**config.mk**
```make
export PLATFORM = sky130hd
export DESIGN_NAME = dmem_addr_gen
export DESIGN_NICKNAME = d
export VERILOG_FILES = /design/src/rtl/dmag_pkg.sv /design/src/rtl/dmag_ctrl.sv /design/src/rtl/dmag_datapath.sv /design/src/rtl/dmem_addr_gen.sv
export SDC_FILE = /design/constraint.sdc
export NUM_CORES = 1
export LEC_CHECK = 0
export BUFFER_PORTS_ARGS = -buffer_cell sky130_fd_sc_hd__buf_2
export CAP_MARGIN = 10
export CORE_MARGIN = 1.5
export CORE_UTILIZATION = 45
export DETAILED_ROUTE_END_ITERATION = 8
export PLACE_DENSITY_LB_ADDON = 0.1
export SYNTH_ARGS = -nofsm -noshare
export SYNTH_HDL_FRONTEND = slang
export SYNTH_SLANG_ARGS = --single-unit
```
**constraint.sdc**
```tcl
create_clock -name clk -period 6.1 [get_ports clk]
set_input_delay 0 -clock clk [delete_from_list [all_inputs] [get_ports clk]]
set_output_delay 0 -clock clk [all_outputs]
set_load 0.01 [all_outputs]
```
**src/rtl/dmag_pkg.sv**
```systemverilog
package dmag_pkg;

  typedef enum logic [1:0] {
    MODE_DIRECT   = 2'd0,
    MODE_INDIRECT = 2'd1,
    MODE_IMM_A    = 2'd2,
    MODE_IMM_B    = 2'd3
  } addr_mode_e;

  // strobes from control to datapath
  typedef struct packed {
    logic isDirect;
    logic isIndirect;
    logic postInc;
    logic postDec;
    logic arpChg;
  } dmag_strobe_t;

endpackage

```
**src/rtl/dmag_ctrl.sv**
```systemverilog
module dmag_ctrl
  import dmag_pkg::*;
(
  input  logic         opValid,
  input  logic [1:0]   mode,
  input  logic         incReq,
  input  logic         decReq,
  input  logic         arpChgEn,
  output dmag_strobe_t strobes
);

  logic indAcc;

  always_comb begin
    indAcc             = opValid && (mode == MODE_INDIRECT);
    strobes.isDirect   = opValid && (mode == MODE_DIRECT);
    strobes.isIndirect = indAcc;
    strobes.postInc    = indAcc && incReq && !decReq;
    strobes.postDec    = indAcc && decReq && !incReq;
    strobes.arpChg     = indAcc && arpChgEn;
  end


  always_comb begin
    postmod_excl_chk: assert (!(strobes.postInc && strobes.postDec));
  end

endmodule

```
**src/rtl/dmag_datapath.sv**
```systemverilog
module dmag_datapath
  import dmag_pkg::*;
#(
  parameter int AR_W   = 16,
  parameter int OFFS_W = 7,
  parameter int ARP_W  = 1,
  localparam int ADDR_W = OFFS_W + 1,
  localparam int NUM_AR = 2 ** ARP_W
) (
  input  logic              clk,
  input  logic              rst_n,
  input  dmag_strobe_t      strobes,
  input  logic [OFFS_W-1:0] dirOffset,
  input  logic [ARP_W-1:0]  arpNew,
  input  logic              dpLoadEn,
  input  logic              dpLoadVal,
  input  logic              arLoadEn,
  input  logic [ARP_W-1:0]  arLoadSel,
  input  logic [AR_W-1:0]   arLoadVal,
  input  logic              arpLoadEn,
  input  logic [ARP_W-1:0]  arpLoadVal,
  output logic [ADDR_W-1:0] dataAddr,
  output logic              addrValid,
  output logic              dpOut,
  output logic [AR_W-1:0]   arOut [NUM_AR],
  output logic [ARP_W-1:0]  arpOut
);

  logic             dpReg;
  logic [ARP_W-1:0] arpReg;
  logic [AR_W-1:0]  arReg [NUM_AR];

  // page pointer
  always_ff @(posedge clk or negedge rst_n) begin
    if (!rst_n)        dpReg <= 1'b0;
    else if (dpLoadEn) dpReg <= dpLoadVal;
  end

  // pointer: load port wins over indirect change
  always_ff @(posedge clk or negedge rst_n) begin
    if (!rst_n)               arpReg <= '0;
    else if (arpLoadEn)       arpReg <= arpLoadVal;
    else if (strobes.arpChg)  arpReg <= arpNew;
  end

  // auxiliary registers, post-modified through the old pointer value
  for (genvar i = 0; i < NUM_AR; i++) begin : g_ar
    logic           hit;
    logic           ldHit;
    logic [AR_W-1:0] q;

    assign hit   = (arpReg == ARP_W'(i));
    assign ldHit = arLoadEn && (arLoadSel == ARP_W'(i));

    always_ff @(posedge clk or negedge rst_n) begin
      if (!rst_n)                      q <= '0;
      else if (ldHit)                  q <= arLoadVal;
      else if (strobes.postInc && hit) q <= q + AR_W'(1);
      else if (strobes.postDec && hit) q <= q - AR_W'(1);
    end

    assign arReg[i] = q;
    assign arOut[i] = q;
  end

  // address mux
  always_comb begin
    dataAddr  = '0;
    addrValid = 1'b0;
    if (strobes.isDirect) begin
      dataAddr  = {dpReg, dirOffset};
      addrValid = 1'b1;
    end else if (strobes.isIndirect) begin
      dataAddr  = arReg[arpReg][ADDR_W-1:0];
      addrValid = 1'b1;
    end
  end

  assign dpOut  = dpReg;
  assign arpOut = arpReg;


  arp_change_chk: assert property (@(posedge clk) disable iff (!rst_n)
    (strobes.arpChg && !arpLoadEn) |=> (arpReg == $past(arpNew)));


  ar_load_prio_chk: assert property (@(posedge clk) disable iff (!rst_n)
    (arLoadEn && (strobes.postInc || strobes.postDec))
      |=> (arReg[$past(arLoadSel)] == $past(arLoadVal)));


  dp_load_chk: assert property (@(posedge clk) disable iff (!rst_n)
    dpLoadEn |=> (dpReg == $past(dpLoadVal)));

endmodule

```
**src/rtl/dmem_addr_gen.sv**
```systemverilog
module dmem_addr_gen
  import dmag_pkg::*;
#(
  parameter int AR_W   = 16,
  parameter int OFFS_W = 7,
  localparam int ADDR_W = OFFS_W + 1
) (
  input  logic              clk,
  input  logic              rst_n,
  input  logic              opValid,
  input  logic [1:0]        mode,
  input  logic [OFFS_W-1:0] dirOffset,
  input  logic              incReq,
  input  logic              decReq,
  input  logic              arpChgEn,
  input  logic              arpNew,
  input  logic              dpLoadEn,
  input  logic              dpLoadVal,
  input  logic              arLoadEn,
  input  logic              arLoadSel,
  input  logic [AR_W-1:0]   arLoadVal,
  input  logic              arpLoadEn,
  input  logic              arpLoadVal,
  output logic [ADDR_W-1:0] dataAddr,
  output logic              addrValid,
  output logic              dpOut,
  output logic [AR_W-1:0]   ar0Out,
  output logic [AR_W-1:0]   ar1Out,
  output logic              arpOut
);

  dmag_strobe_t    strobes;
  logic [AR_W-1:0] arOut [2];

  dmag_ctrl ctrl_i (
    .opValid (opValid),
    .mode    (mode),
    .incReq  (incReq),
    .decReq  (decReq),
    .arpChgEn(arpChgEn),
    .strobes (strobes)
  );

  dmag_datapath #(
    .AR_W  (AR_W),
    .OFFS_W(OFFS_W),
    .ARP_W (1)
  ) dp_i (
    .clk       (clk),
    .rst_n     (rst_n),
    .strobes   (strobes),
    .dirOffset (dirOffset),
    .arpNew    (arpNew),
    .dpLoadEn  (dpLoadEn),
    .dpLoadVal (dpLoadVal),
    .arLoadEn  (arLoadEn),
    .arLoadSel (arLoadSel),
    .arLoadVal (arLoadVal),
    .arpLoadEn (arpLoadEn),
    .arpLoadVal(arpLoadVal),
    .dataAddr  (dataAddr),
    .addrValid (addrValid),
    .dpOut     (dpOut),
    .arOut     (arOut),
    .arpOut    (arpOut)
  );

  assign ar0Out = arOut[0];
  assign ar1Out = arOut[1];


  no_access_chk: assert property (@(posedge clk) disable iff (!rst_n)
    (!opValid || mode[1]) |-> (!addrValid && dataAddr == '0));


  direct_addr_chk: assert property (@(posedge clk) disable iff (!rst_n)
    (opValid && mode == 2'd0) |-> (addrValid && dataAddr == {dpOut, dirOffset}));


  post_inc_chk: assert property (@(posedge clk) disable iff (!rst_n)
    (opValid && mode == 2'd1 && incReq && !decReq && !arLoadEn && !arpOut)
      |=> (ar0Out == $past(ar0Out) + AR_W'(1)));


  both_req_chk: assert property (@(posedge clk) disable iff (!rst_n)
    (opValid && mode == 2'd1 && incReq && decReq && !arLoadEn)
      |=> ($stable(ar0Out) && $stable(ar1Out)));


  idle_hold_chk: assert property (@(posedge clk) disable iff (!rst_n)
    (!(opValid && mode == 2'd1) && !arLoadEn && !arpLoadEn)
      |=> ($stable(ar0Out) && $stable(ar1Out) && $stable(arpOut)));

endmodule

```
======== Word-level counts from Yosys, hierarchy flattened ========
Cells that the tools add are included.
operators by class
  multiplexer cells ....................... 15
  bitwise operators ....................... 3
  $lt $le $gt $ge ......................... 1
  add/subtract/negate cells ............... 4
  equality and inequality tests ........... 1
  reduce and logical (&&, ||, !) cells .... 19
operator list
  kind                                                count
  2-to-1 mux 16 bit                                   6
  2-to-1 mux 8 bit                                    5
  adder 16 x 1 -> 16 bit, second input constant       2
  subtractor 16 x 1 -> 16 bit, second input constant  2
  logical AND 1 bit                                   13
  nonzero test 3 bit                                  2
  2-to-1 mux 1 bit                                    4
  == test 2 x 1 -> 1 bit, second input constant       1
  >= comparator 2 bit, second input constant          1
  zero test 1 bit                                     2
  zero test 2 bit                                     1
  inverter 1 bit                                      2
  inverter 1 -> 2 bit                                 1
  nonzero test 2 bit                                  1
word-level totals
  output and inout port bits .............. 43
  register bits ........................... 34
  logic and storage cells ................. 47
  bits of input ports ..................... 38

======== Longest topological paths before layout ========
Gate-level depths: netlist (run 1).
  depth in word-level cells ............... 8
  depth in mapped cells ................... 13

======== Modules after synthesis ========
From an unflattened synthesis (run 1), not the netlist that was laid out.
unflattened totals
  cell total of the unflattened synthesis .. 430
  area total of the unflattened synthesis .. 3372.0 um^2
by module, submodules not included
  module         seq. area each (um^2)  times used  area each (um^2)  cells each
  dmag_datapath  850.8                  1           3300.7            422
  dmag_ctrl      0.0                    1           71.3              8

======== Worst setup path before layout (run 1) ========
OpenSTA, ideal clock, no wires.
  kind .................................... flip-flop to flip-flop
  start point ............................. register dp_i.arpReg, in the netlist dp_i.arpOut
  end point ............................... register dp_i.g_ar[0].q[13]
  path slack .............................. 3041 ps
  stages on the path, launching flop included .. 11
  arrival time ............................ 2955 ps
  clock period less this slack ............ 3059 ps
  setup time .............................. 104 ps
  buffers on the path ..................... 0
  cells stage by stage .................... dfrtp_1 nor3b_2 nand2_1 ha_1 a41o_1 a221oi_2 nor2_1 a2111oi_2 o21ai_1 xnor2_1 o311ai_1
between the ends
  word-level cells in the longest chain between the ends .. 4
  elaborated cells on any way between the ends .. 6
  those cells by class .................... 2 x mux; 1 x bitwise; 3 x reduce/logical
ends and longest elaborated chain
  what                    line                 text
  start, declared         dmag_datapath.sv:30  logic [ARP_W-1:0] arpReg;
  start signal, assigned  dmag_datapath.sv:42  else if (arpLoadEn) arpReg <= arpLoadVal;
  start signal, assigned  dmag_datapath.sv:43  else if (strobes.arpChg) arpReg <= arpNew;
  inverter 1 bit (*)      dmag_datapath.sv:52  assign hit = (arpReg == ARP_W'(i));
  logical AND 1 bit       dmag_datapath.sv:58  else if (strobes.postInc && hit) q <= q + AR_W'(1);
  2-to-1 mux 16 bit       dmag_datapath.sv:58
  2-to-1 mux 16 bit       dmag_datapath.sv:57  else if (ldHit) q <= arLoadVal;
  end signal, assigned    dmag_datapath.sv:57
  end signal, assigned    dmag_datapath.sv:58
  end signal, assigned    dmag_datapath.sv:59  else if (strobes.postDec && hit) q <= q - AR_W'(1);
  end, declared           dmag_datapath.sv:50  logic [AR_W-1:0] q;
Every way passes the cells marked *; elsewhere a longest branch is shown, timed or not.
A chain may end at the register's enable or synchronous reset.

======== Worst setup path in the final report (run 1) ========
  start point ............................. register dp_i.arpReg, in the netlist dp_i.arpOut
  end point ............................... register dp_i.g_ar[1].q[15]
between the ends
  word-level cells in the longest chain between the ends .. 3
  elaborated cells on any way between the ends .. 5
  those cells by class .................... 2 x mux; 3 x reduce/logical
ends and longest elaborated chain
  what                  line
  logical AND 1 bit     dmag_datapath.sv:58
  2-to-1 mux 16 bit     dmag_datapath.sv:58
  2-to-1 mux 16 bit     dmag_datapath.sv:57
  end signal, assigned  dmag_datapath.sv:57
  end signal, assigned  dmag_datapath.sv:58
  end signal, assigned  dmag_datapath.sv:59
  end, declared         dmag_datapath.sv:50
Several ways; a longest one is shown, not always the timed one.

==> results.yml, run 1 <==
global_routing:
  grt_pass1_vias: 3115
  grt-ovfl-total: 0
  antenna_found_initial: 0
  grt_pass1_wl_mm: 14.9
  grt_max_degree: 35
  gr-usage-all-layers_pct: 24.8
power:
  p_int_uw: 564
  vdd_drop_max_uv: 120
  powerDensity_nw_per_um2: 235
  power.share.clock_pct: 18.8
  power_leakage_nw: 1.88
  power_frac_seq_pct: 32.4
  swShare_pct: 40.3
  p_total_uw: 945
  switchingPower_uw: 381
  combPwrFrac_pct: 48.8
yosys:
  synth_seq_cells: 34
  syn_inst: 406
  ys_warn_count: 0
  synth_area_um2: 3260
  synthArstFlopShare_pct: 100
  synth-edff-count: 0
  syn_nets: 478
  synth-main-ff-cell: "dfrtp_1"
  ys_seq_area_share_pct: 26.1
  avgSynthCellArea_um2: 8.02
  netlist-cell-type-count: 54
routing:
  dr.pass1.iters: 4
  via_per_inst: 5.63
  wl_per_cell_um: 15.7
  dr_total_vias: 3356
  totalWireLength_mm: 9.34
  drtIter0Drc: 113
  drc: 0
  antenna_left: 0
die:
  rows: 30
  die_w_um: 88.1
  io_pins: 81
  die_y_um: 88.1
  placeableCoreArea_um2: 6910
  floorplan.initialDensity_pct: 47.1
  design.die.area_um2: 7750
finish:
  final_util_pct: 58.2
  multi_input_area_um2: 2290
  diodes: 0
  drive_gt1_share_pct: 20.0
  syn_to_final_growth_pct: 23.6
  layout_commonest_cell: "buf_2"
  nets: 571
  fillers: 684
  regArea_um2: 851
  final_cell_mix: "80 x buf_2, 40 x nand2_1, 37 x a21oi_1"
setup_path:
  worstRegToRegCells: 9
  cp-end-kind: "flop"
  r2r-start: "dp_i.arpOut$_DFFE_PN0P_"
  worstSetupStartpoint: "dp_i.arpOut$_DFFE_PN0P_"
  required_ns: 6.32
  critical_path_arrival_ns: 4.22
  crit_fanout: 17
  regToRegSetupSlack_ns: 2.10
  worstSetupEndpoint: "dp_i.g_ar[1].q[15]$_DFFE_PN0P_"
  crit_type: "flop to flop"
  critPathLaunchType: "flop"
  r2r-end: "dp_i.g_ar[1].q[15]$_DFFE_PN0P_"
sta:
  worst_slew_pin_slew_ns: 0.982
  maxSlewHeadroom_pct: 34.3
  rsz0062_at_grt: "false"
  final.setup.tns_ns: 0
  slew_viol_final: 0
  skew_ns: 0.00260
  fmax_mhz: 250
  final_hold_viol_count: 0
  fin_hold_ws_ns: 0.137
  setup_viol: 0
  fin_crit_sh_pct: 65.6
  timing.final.crit_period_ns: 4.00
clock_tree:
  cts_setup_buffers: 0
  tritoncts: "built"
  cts_root_buf: "clkbuf_8"
  cts_buffer_depth: 2
  clk-insertion-delay-late_ns: 0.29
  htreeDepth: 2
  numCtsBuffers: 5
  holdBufCountCts: 21
  postCtsResizedCells: 0
  path_clk_slew_ns: 0.07
  cts_sinks: 34
min_path:
  hp-class: "input pin to flop"
status:
  outcome: "finished, final reports clean"
placement:
  port_buffers: 80
  gp_congestion: 0.811
  hpwl_mm: 7.02
job:
  cap_violations: 0
## synthesized netlist by cell type (2+ instances only)
library cell / number / area [um2]
ha_1: 32 / 400
o21ba_2: 2 / 20.0
or3_1: 3 / 18.8
nand2_1: 40 / 150
a21o_1: 9 / 67.6
xor2_1: 3 / 26.3
o21ai_1: 4 / 20.0
buf_1: 2 / 7.51
o211ai_1: 3 / 22.5
o21ai_0: 35 / 175
and2_1: 5 / 31.3
a21oi_1: 37 / 185
nor2b_1: 6 / 37.5
o21a_1: 5 / 37.5
nand3_1: 13 / 65.1
fa_1: 2 / 40.0
inv_1: 14 / 52.6
buf_2: 2 / 10.0
nor2_1: 36 / 135
and3_1: 11 / 68.8
o31ai_1: 3 / 22.5
dfrtp_1: 34 / 851
a211oi_1: 13 / 97.6
o31a_1: 2 / 17.5
nor3_1: 9 / 45.0
nand2b_1: 5 / 31.3
mux2i_1: 12 / 120
clkbuf_1: 12 / 45.0
xnor2_1: 17 / 149
a31oi_1: 8 / 50.1
nand4_1: 3 / 18.8
o21bai_1: 2 / 15.0
## cells by family after synthesis
logic type,count (synthesis),share of synthesized area [%]
DFF,34,26.1
and+or+nand+nor,138,20.5
buffers and inverters,30,3.54
AOI/OAI and AO/OA,137,26.9
muxes,13,4.04
xor gates and xnor gates,20,5.38
adders and majority gates,34,13.5
## power groups by stage
stage                     Clock, mW  Combinational (mW)  Sequential (mW)
after floorplan                   0               0.313            0.311
after global placement            0               0.441            0.310
after detailed placement          0               0.446            0.310
after CTS                     0.181               0.460            0.306
after global routing          0.191               0.519            0.312
final                         0.177               0.461            0.306
## sequential cells by signal (all words and copies together), names as in the netlist
signal,flops
dp_i.g_ar.q,32
dp_i.arpOut,1
dp_i.dpOut,1
## how the worst min path moves through the flow
stage                         start                        endpoint  slack (ns)  cells after the start
after global routing      arLoadSel  dp_i.g_ar[0].q[13]$_DFFE_PN0P_        0.17                      4
after global placement        rst_n   dp_i.g_ar[1].q[3]$_DFFE_PN0P_        0.12                      1
after CTS                 arLoadSel  dp_i.g_ar[0].q[13]$_DFFE_PN0P_        0.13                      4
final                     arLoadSel  dp_i.g_ar[0].q[12]$_DFFE_PN0P_        0.14                      4
after detailed placement      rst_n          dp_i.dpOut$_DFFE_PN0P_        0.13                      1
after floorplan               rst_n         dp_i.arpOut$_DFFE_PN0P_       -0.30                      0
## area by class of cell
class	count	area share [%]
clock inverter	1	0.124
tap	96	2.99
multi-input combinational	342	56.9
timing repair buffer	102	15.4
inverter	14	1.31
sequential	34	21.2
clock buffer	7	2.15
## per-layer routing
layer / part of all wire, % / routed length, um / GRT usage [%] / vias up
met3: 5.8 / 541 / 4.71 / 9
met4: 1.2 / 114 / 5.11 / 0
met2: 46 / 4340 / 41.2 / 103
met1: 47 / 4350 / 33.8 / 1569
li1: - / - / - / 1675
met5: 0 / 0 / 0 / -
## worst max-delay path, stage by stage, from the launching register on
cell and delay [ns]:
dfrtp_1 0.76, nand4_1 0.87, ha_1 0.74, and4_1 0.28
o211ai_1 0.11, o211ai_1 0.34, a311oi_1 0.18, xnor2_1 0.16
or3_1 0.32, a31oi_1 0.17
## through the flow
step	cells	setup slack, ns	area (um2)
4_1_cts	596	2.17	4020
3_5_place_dp	567	2.18	3720
5_1_grt	596	1.80	4020
3_3_place_gp	567	2.24	3720
6_report	596	2.10	4020
2_1_floorplan	406	3.04	3260
No activity file was read; power rests on OpenSTA's default activity.
==> inputs of run 2 (changes only) <==
==> constraint.sdc (replaced) <==
create_clock -name clk -period 4.2 [get_ports clk]
set_input_delay 0 -clock clk [delete_from_list [all_inputs] [get_ports clk]]
set_output_delay 0 -clock clk [all_outputs]
set_load 0.01 [all_outputs]
==> run 2 against run 1 <==
Net effect:
- routed wire length is 2.2% higher
- register-to-register slack lost 1.5 ns
- cell count increased by 0.17%
- hold slack got worse by 0.13 ns
- via count rose by 0.80%
- sequential share of layout area shrank 0.29 points
==> results.yml, run 2 (synthesis gave the netlist of run 1 again) <==
clock_tree:
  htreeDepth: 2
  cts_buffer_depth: 2
  path_clk_slew_ns: 0.07
  postCtsResizedCells: 0
  cts_setup_buffers: 0
  cts_sinks: 34
  cts_root_buf: "clkbuf_8"
  clk-insertion-delay-late_ns: 0.29
  tritoncts: "built"
  numCtsBuffers: 5
  holdBufCountCts: 20
min_path:
  holdCritStartpoint: "arLoadVal[6]"
  holdPathStages: 3
  hold_end: "dp_i.g_ar[0].q[6]$_DFFE_PN0P_"
  hp-class: "input pin to flop"
sta:
  setup_ws_ns: 0.643
  fmax_mhz: 281
  skew_ns: 0.00504
  fin_crit_sh_pct: 84.7
  worst_slew_pin_slew_ns: 0.943
  timing.final.crit_period_ns: 3.56
  rsz0062_at_grt: "false"
  slew_viol_final: 0
  setup_viol: 0
  maxSlewHeadroom_pct: 37.0
  final.setup.tns_ns: 0
  final_hold_viol_count: 0
global_routing:
  grt-ovfl-total: 0
  grt_max_degree: 35
  grt_pass1_vias: 3216
  antenna_found_initial: 0
  grt_pass1_wl_mm: 15.4
  gr-usage-all-layers_pct: 25.7
finish:
  syn_to_final_growth_pct: 25.3
  largest-register: "dp_i.g_ar.q"
  layout_commonest_cell: "buf_2"
  layout.cells.non_filler: 597
  diodes: 0
  nets: 572
  drive_gt1_share_pct: 20.6
  final_cell_mix: "80 x buf_2, 40 x nand2_1, 37 x a21oi_1"
  largest_register_ffs: 32
  final_util_pct: 59.1
die:
  placeableCoreArea_um2: 6910
  die_w_um: 88.1
  io_pins: 81
  floorplan.initialDensity_pct: 47.1
  die_y_um: 88.1
  rows: 30
  design.die.area_um2: 7750
setup_path:
  critPathLaunchType: "flop"
  crit_type: "flop to flop"
  regToRegSetupSlack_ns: 0.64
  worstRegToRegCells: 10
  crit_fanout: 17
  r2r-end: "dp_i.g_ar[0].q[13]$_DFFE_PN0P_"
  r2r-start: "dp_i.arpOut$_DFFE_PN0P_"
  critical_path_arrival_ns: 3.74
  cp-end-kind: "flop"
  required_ns: 4.39
power:
  powerDensity_nw_per_um2: 367
  power_leakage_nw: 1.91
  vdd_drop_max_uv: 265
routing:
  dr.pass1.iters: 7
  via_per_inst: 5.67
  drtIter0Drc: 206
  antenna_left: 0
  totalWireLength_mm: 9.55
  drc: 0
  dr_total_vias: 3383
  wl_per_cell_um: 16.0
status:
  outcome: "finished, final reports clean"
placement:
  gp_congestion: 0.935
  port_buffers: 80
  dpl.cell_count: 569
  pre_cts_ws_ns: 0.591
  hpwl_mm: 7.05
job:
  cap_violations: 0
-- run 2: cell types whose count changed in the layout (fill, tap and decap cells not counted) --
cell / before / now
clkinv_2: 1 / 0
clkbuf_1: 1 / 0
dlygate4sd3_1: 21 / 20
bufinv_16: 0 / 2
buf_4: 1 / 3
-- run 2: worst max-delay path by stage --
stage / startpoint / cells after the start / slack, ns / to
2_1_floorplan: dp_i.arpOut$_DFFE_PN0P_ / 10 / 1.14 / dp_i.g_ar[0].q[13]$_DFFE_PN0P_
3_3_place_gp: mode[1] / 12 / 0.70 / dp_i.g_ar[0].q[13]$_DFFE_PN0P_
3_5_place_dp: mode[1] / 12 / 0.59 / dp_i.g_ar[0].q[13]$_DFFE_PN0P_
4_1_cts: dp_i.arpOut$_DFFE_PN0P_ / 10 / 0.68 / dp_i.g_ar[0].q[13]$_DFFE_PN0P_
5_1_grt: dp_i.arpOut$_DFFE_PN0P_ / 10 / 0.26 / dp_i.g_ar[0].q[13]$_DFFE_PN0P_
6_report: dp_i.arpOut$_DFFE_PN0P_ / 10 / 0.64 / dp_i.g_ar[0].q[13]$_DFFE_PN0P_
-- run 2: stage by stage --
step           hold slack, ns  total power [mW]  cell area, um2
2_1_floorplan          -0.296             0.907            3260
5_1_grt                0.0199              1.60            4080
4_1_cts              0.000576              1.50            4080
3_5_place_dp            0.143              1.10            3740
6_report              0.00716              1.50            4080
3_3_place_gp            0.140              1.09            3740
-- run 2: power by group --
part / switching (mW) / internal [mW]
Clock: 0.130 / 0.253
Sequential: 0.0636 / 0.377
Combinational: 0.362 / 0.310
-- run 2: worst max-delay path, stage by stage (launching register included) --
cell,delay (ns)
dfrtp_1,0.40
nor3b_2,0.30
nand2_1,0.50
ha_1,0.49
a211o_1,0.31
a21oi_1,0.30
nor3_1,0.12
a2111oi_2,0.49
o21ai_1,0.17
xnor2_1,0.15
o311ai_1,0.22
-- run 2: area by class of cell --
type	count	area [um2]
Tap cell	96	120
Timing Repair Buffer	103	623
Clock inverter	2	60.1
Fill cell	687	2830
Clock buffer	6	82.6
Multi-Input combinational cell	342	2290
Sequential cell	34	851
Inverter	14	52.6
-- run 2: metal layers --
metal,track usage (%),vias up,share of wire (%)
li1,-,1678,-
met1,32.7,1582,46
met2,44.3,110,47
met3,4.24,13,5.2
met4,8.38,0,2.1
met5,0,-,0
==> inputs of run 3 (changes only) <==
==> constraint.sdc (replaced) <==
create_clock -name clk -period 3.5 [get_ports clk]
set_input_delay 0 -clock clk [delete_from_list [all_inputs] [get_ports clk]]
set_output_delay 0 -clock clk [all_outputs]
set_load 0.01 [all_outputs]
==> run 3 against run 2 <==
Net effect:
- routed wire length rose by 0.54%
- combinational power up 20%
- sequential share of layout area rose by 0.14 points
- utilization decreased by 0.38 points
- power up 10%
- cell count grew 0.50%
- clock power decreased by 18%
- hold slack better by 0.059 ns
- critical path type unchanged
==> results.yml, run 3 (synthesis gave the netlist of run 1 again) <==
setup_path:
  cp_cell_sequence: "nor3b_2 > nand2_1 > ha_1 > nor2b_1 > o21ai_0 > a211oi_1 > o31ai_1 > o21ai_0 > mux2i_1 > nand3_1"
  required_ns: 3.68
  crit_fanout: 11
  cp_common_cell: "o21ai_0"
  cp-end-kind: "flop"
  cp_top_family: "compound AO/OA/AOI/OAI gates"
  crit_type: "flop to flop"
  critical_path_arrival_ns: 3.41
  crit_buf_inv: 0
  cp_slowest_cell: "a211oi_1"
  path_depth: 10
  critPathLaunchType: "flop"
  critical-path-max-stage-delay_ns: 0.48
  worstRegToRegCells: 10
sta:
  slew_viol_final: 0
  skew_ns: 0.00388
  final_hold_viol_count: 0
  timing.final.crit_period_ns: 3.23
  maxSlewHeadroom_pct: 35.6
  worst_slew_pin_slew_ns: 0.963
  rsz0062_at_grt: "false"
  fmax_mhz: 310
  final.setup.tns_ns: 0
  fin_crit_sh_pct: 92.3
  setup_viol: 0
placement:
  gp_congestion: 0.967
  place_area_um2: 3750
  port_buffers: 80
  dpl.cell_count: 571
  hpwl_mm: 7.12
clock_tree:
  cts_buffer_depth: 2
  cts_sinks: 34
  clk-insertion-delay-late_ns: 0.30
  path_clk_slew_ns: 0.07
  numCtsBuffers: 5
  htreeDepth: 2
  tritoncts: "built"
  cts_root_buf: "clkbuf_8"
  cts_setup_buffers: 0
die:
  die_w_um: 88.1
  design.die.area_um2: 7750
  die_y_um: 88.1
  placeableCoreArea_um2: 6910
  floorplan.initialDensity_pct: 47.1
  io_pins: 81
  rows: 30
power:
  powerDensity_nw_per_um2: 408
  power_leakage_nw: 1.90
  vdd_drop_max_uv: 214
  p_total_mw: 1.65
job:
  cap_violations: 0
routing:
  drtIter0Drc: 105
  dr_total_vias: 3381
  via_per_inst: 5.64
  totalWireLength_mm: 9.60
  drc: 0
  dr.pass1.iters: 4
  wl_per_cell_um: 16.0
  antenna_left: 0
finish:
  layout_commonest_cell: "buf_2"
  layout.cells.non_filler: 600
  largest_register_ffs: 32
  drive_gt1_share_pct: 20.6
  syn_to_final_growth_pct: 24.5
  finalInstanceArea_um2: 4050
  nets: 575
  final_cell_mix: "80 x buf_2, 40 x nand2_1, 37 x a21oi_1"
  diodes: 0
  final_util_pct: 58.7
  largest-register: "dp_i.g_ar.q"
global_routing:
  antenna_found_initial: 0
  gr-usage-all-layers_pct: 25.8
  grt_max_degree: 35
  grt_pass1_vias: 3228
  grt_pass1_wl_mm: 15.4
  grt-ovfl-total: 0
min_path:
  hp-class: "input pin to flop"
  holdPathStages: 4
status:
  outcome: "finished, final reports clean"
==> run 3: per-stage QoR <==
stage	worst slack [ns]	hold slack (ns)
2_1_floorplan	0.441	-0.296
3_3_place_gp	0.389	0.136
3_5_place_dp	0.320	0.134
4_1_cts	0.305	0.0680
5_1_grt	0.00504	0.0993
6_report	0.270	0.0664
==> run 3: where the power goes <==
| group | total (mW) | switching [mW] | internal, mW |
|---|---|---|---|
| clock | 0.315 | 0.156 | 0.159 |
| sequential | 0.529 | 0.0758 | 0.453 |
| combinational | 0.809 | 0.436 | 0.374 |
==> run 3: worst paths after layout <==
path | startpoint | to | slack [ns]
hold reg to reg | dp_i.g_ar[0].q[12]$_DFFE_PN0P_ | dp_i.g_ar[0].q[12]$_DFFE_PN0P_ | 0.56
setup / recovery | dp_i.arpOut$_DFFE_PN0P_ | dp_i.g_ar[0].q[14]$_DFFE_PN0P_ | 0.27
min in group asynchronous | rst_n | dp_i.g_ar[1].q[3]$_DFFE_PN0P_ | 0.32
hold / removal | arLoadSel | dp_i.g_ar[0].q[12]$_DFFE_PN0P_ | 0.07
setup reg to reg | dp_i.arpOut$_DFFE_PN0P_ | dp_i.g_ar[0].q[14]$_DFFE_PN0P_ | 0.27
max in group asynchronous | rst_n | dp_i.g_ar[0].q[8]$_DFFE_PN0P_ | 2.66
==> run 3: area by class of cell <==
cell class / instances / area (um2)
Multi-Input combinational cell: 342 / 2290
Fill cell: 684 / 2850
Sequential cell: 34 / 851
Clock buffer: 7 / 86.3
Timing Repair Buffer: 106 / 648
Tap cell: 96 / 120
Clock inverter: 1 / 5.00
Inverter: 14 / 52.6
==> run 3: worst reg2reg max path, cell delays in order (launching register included) <==
cell      delay [ns]
dfrtp_1         0.39
nor3b_2         0.29
nand2_1         0.33
ha_1            0.45
nor2b_1         0.17
o21ai_0         0.13
a211oi_1        0.48
o31ai_1         0.22
o21ai_0         0.31
mux2i_1         0.24
nand3_1         0.10
==> run 3: per-layer routing <==
layer  share of wire, %  wire length, um  vias to the layer above  GRT usage [%]
met4                1.7              161                        0           7.24
met1                 46             4440                     1577           33.7
li1                   -                -                     1682              -
met2                 47             4520                      108           44.2
met3                5.0              477                       14           4.05
met5                  0                0                        -              0
==> run 3: what timing repair did <==
action	4_1_cts	5_1_grt
hold buffers	21	0
gates resized for setup	0	0
endpoints found under the hold margin	63	0
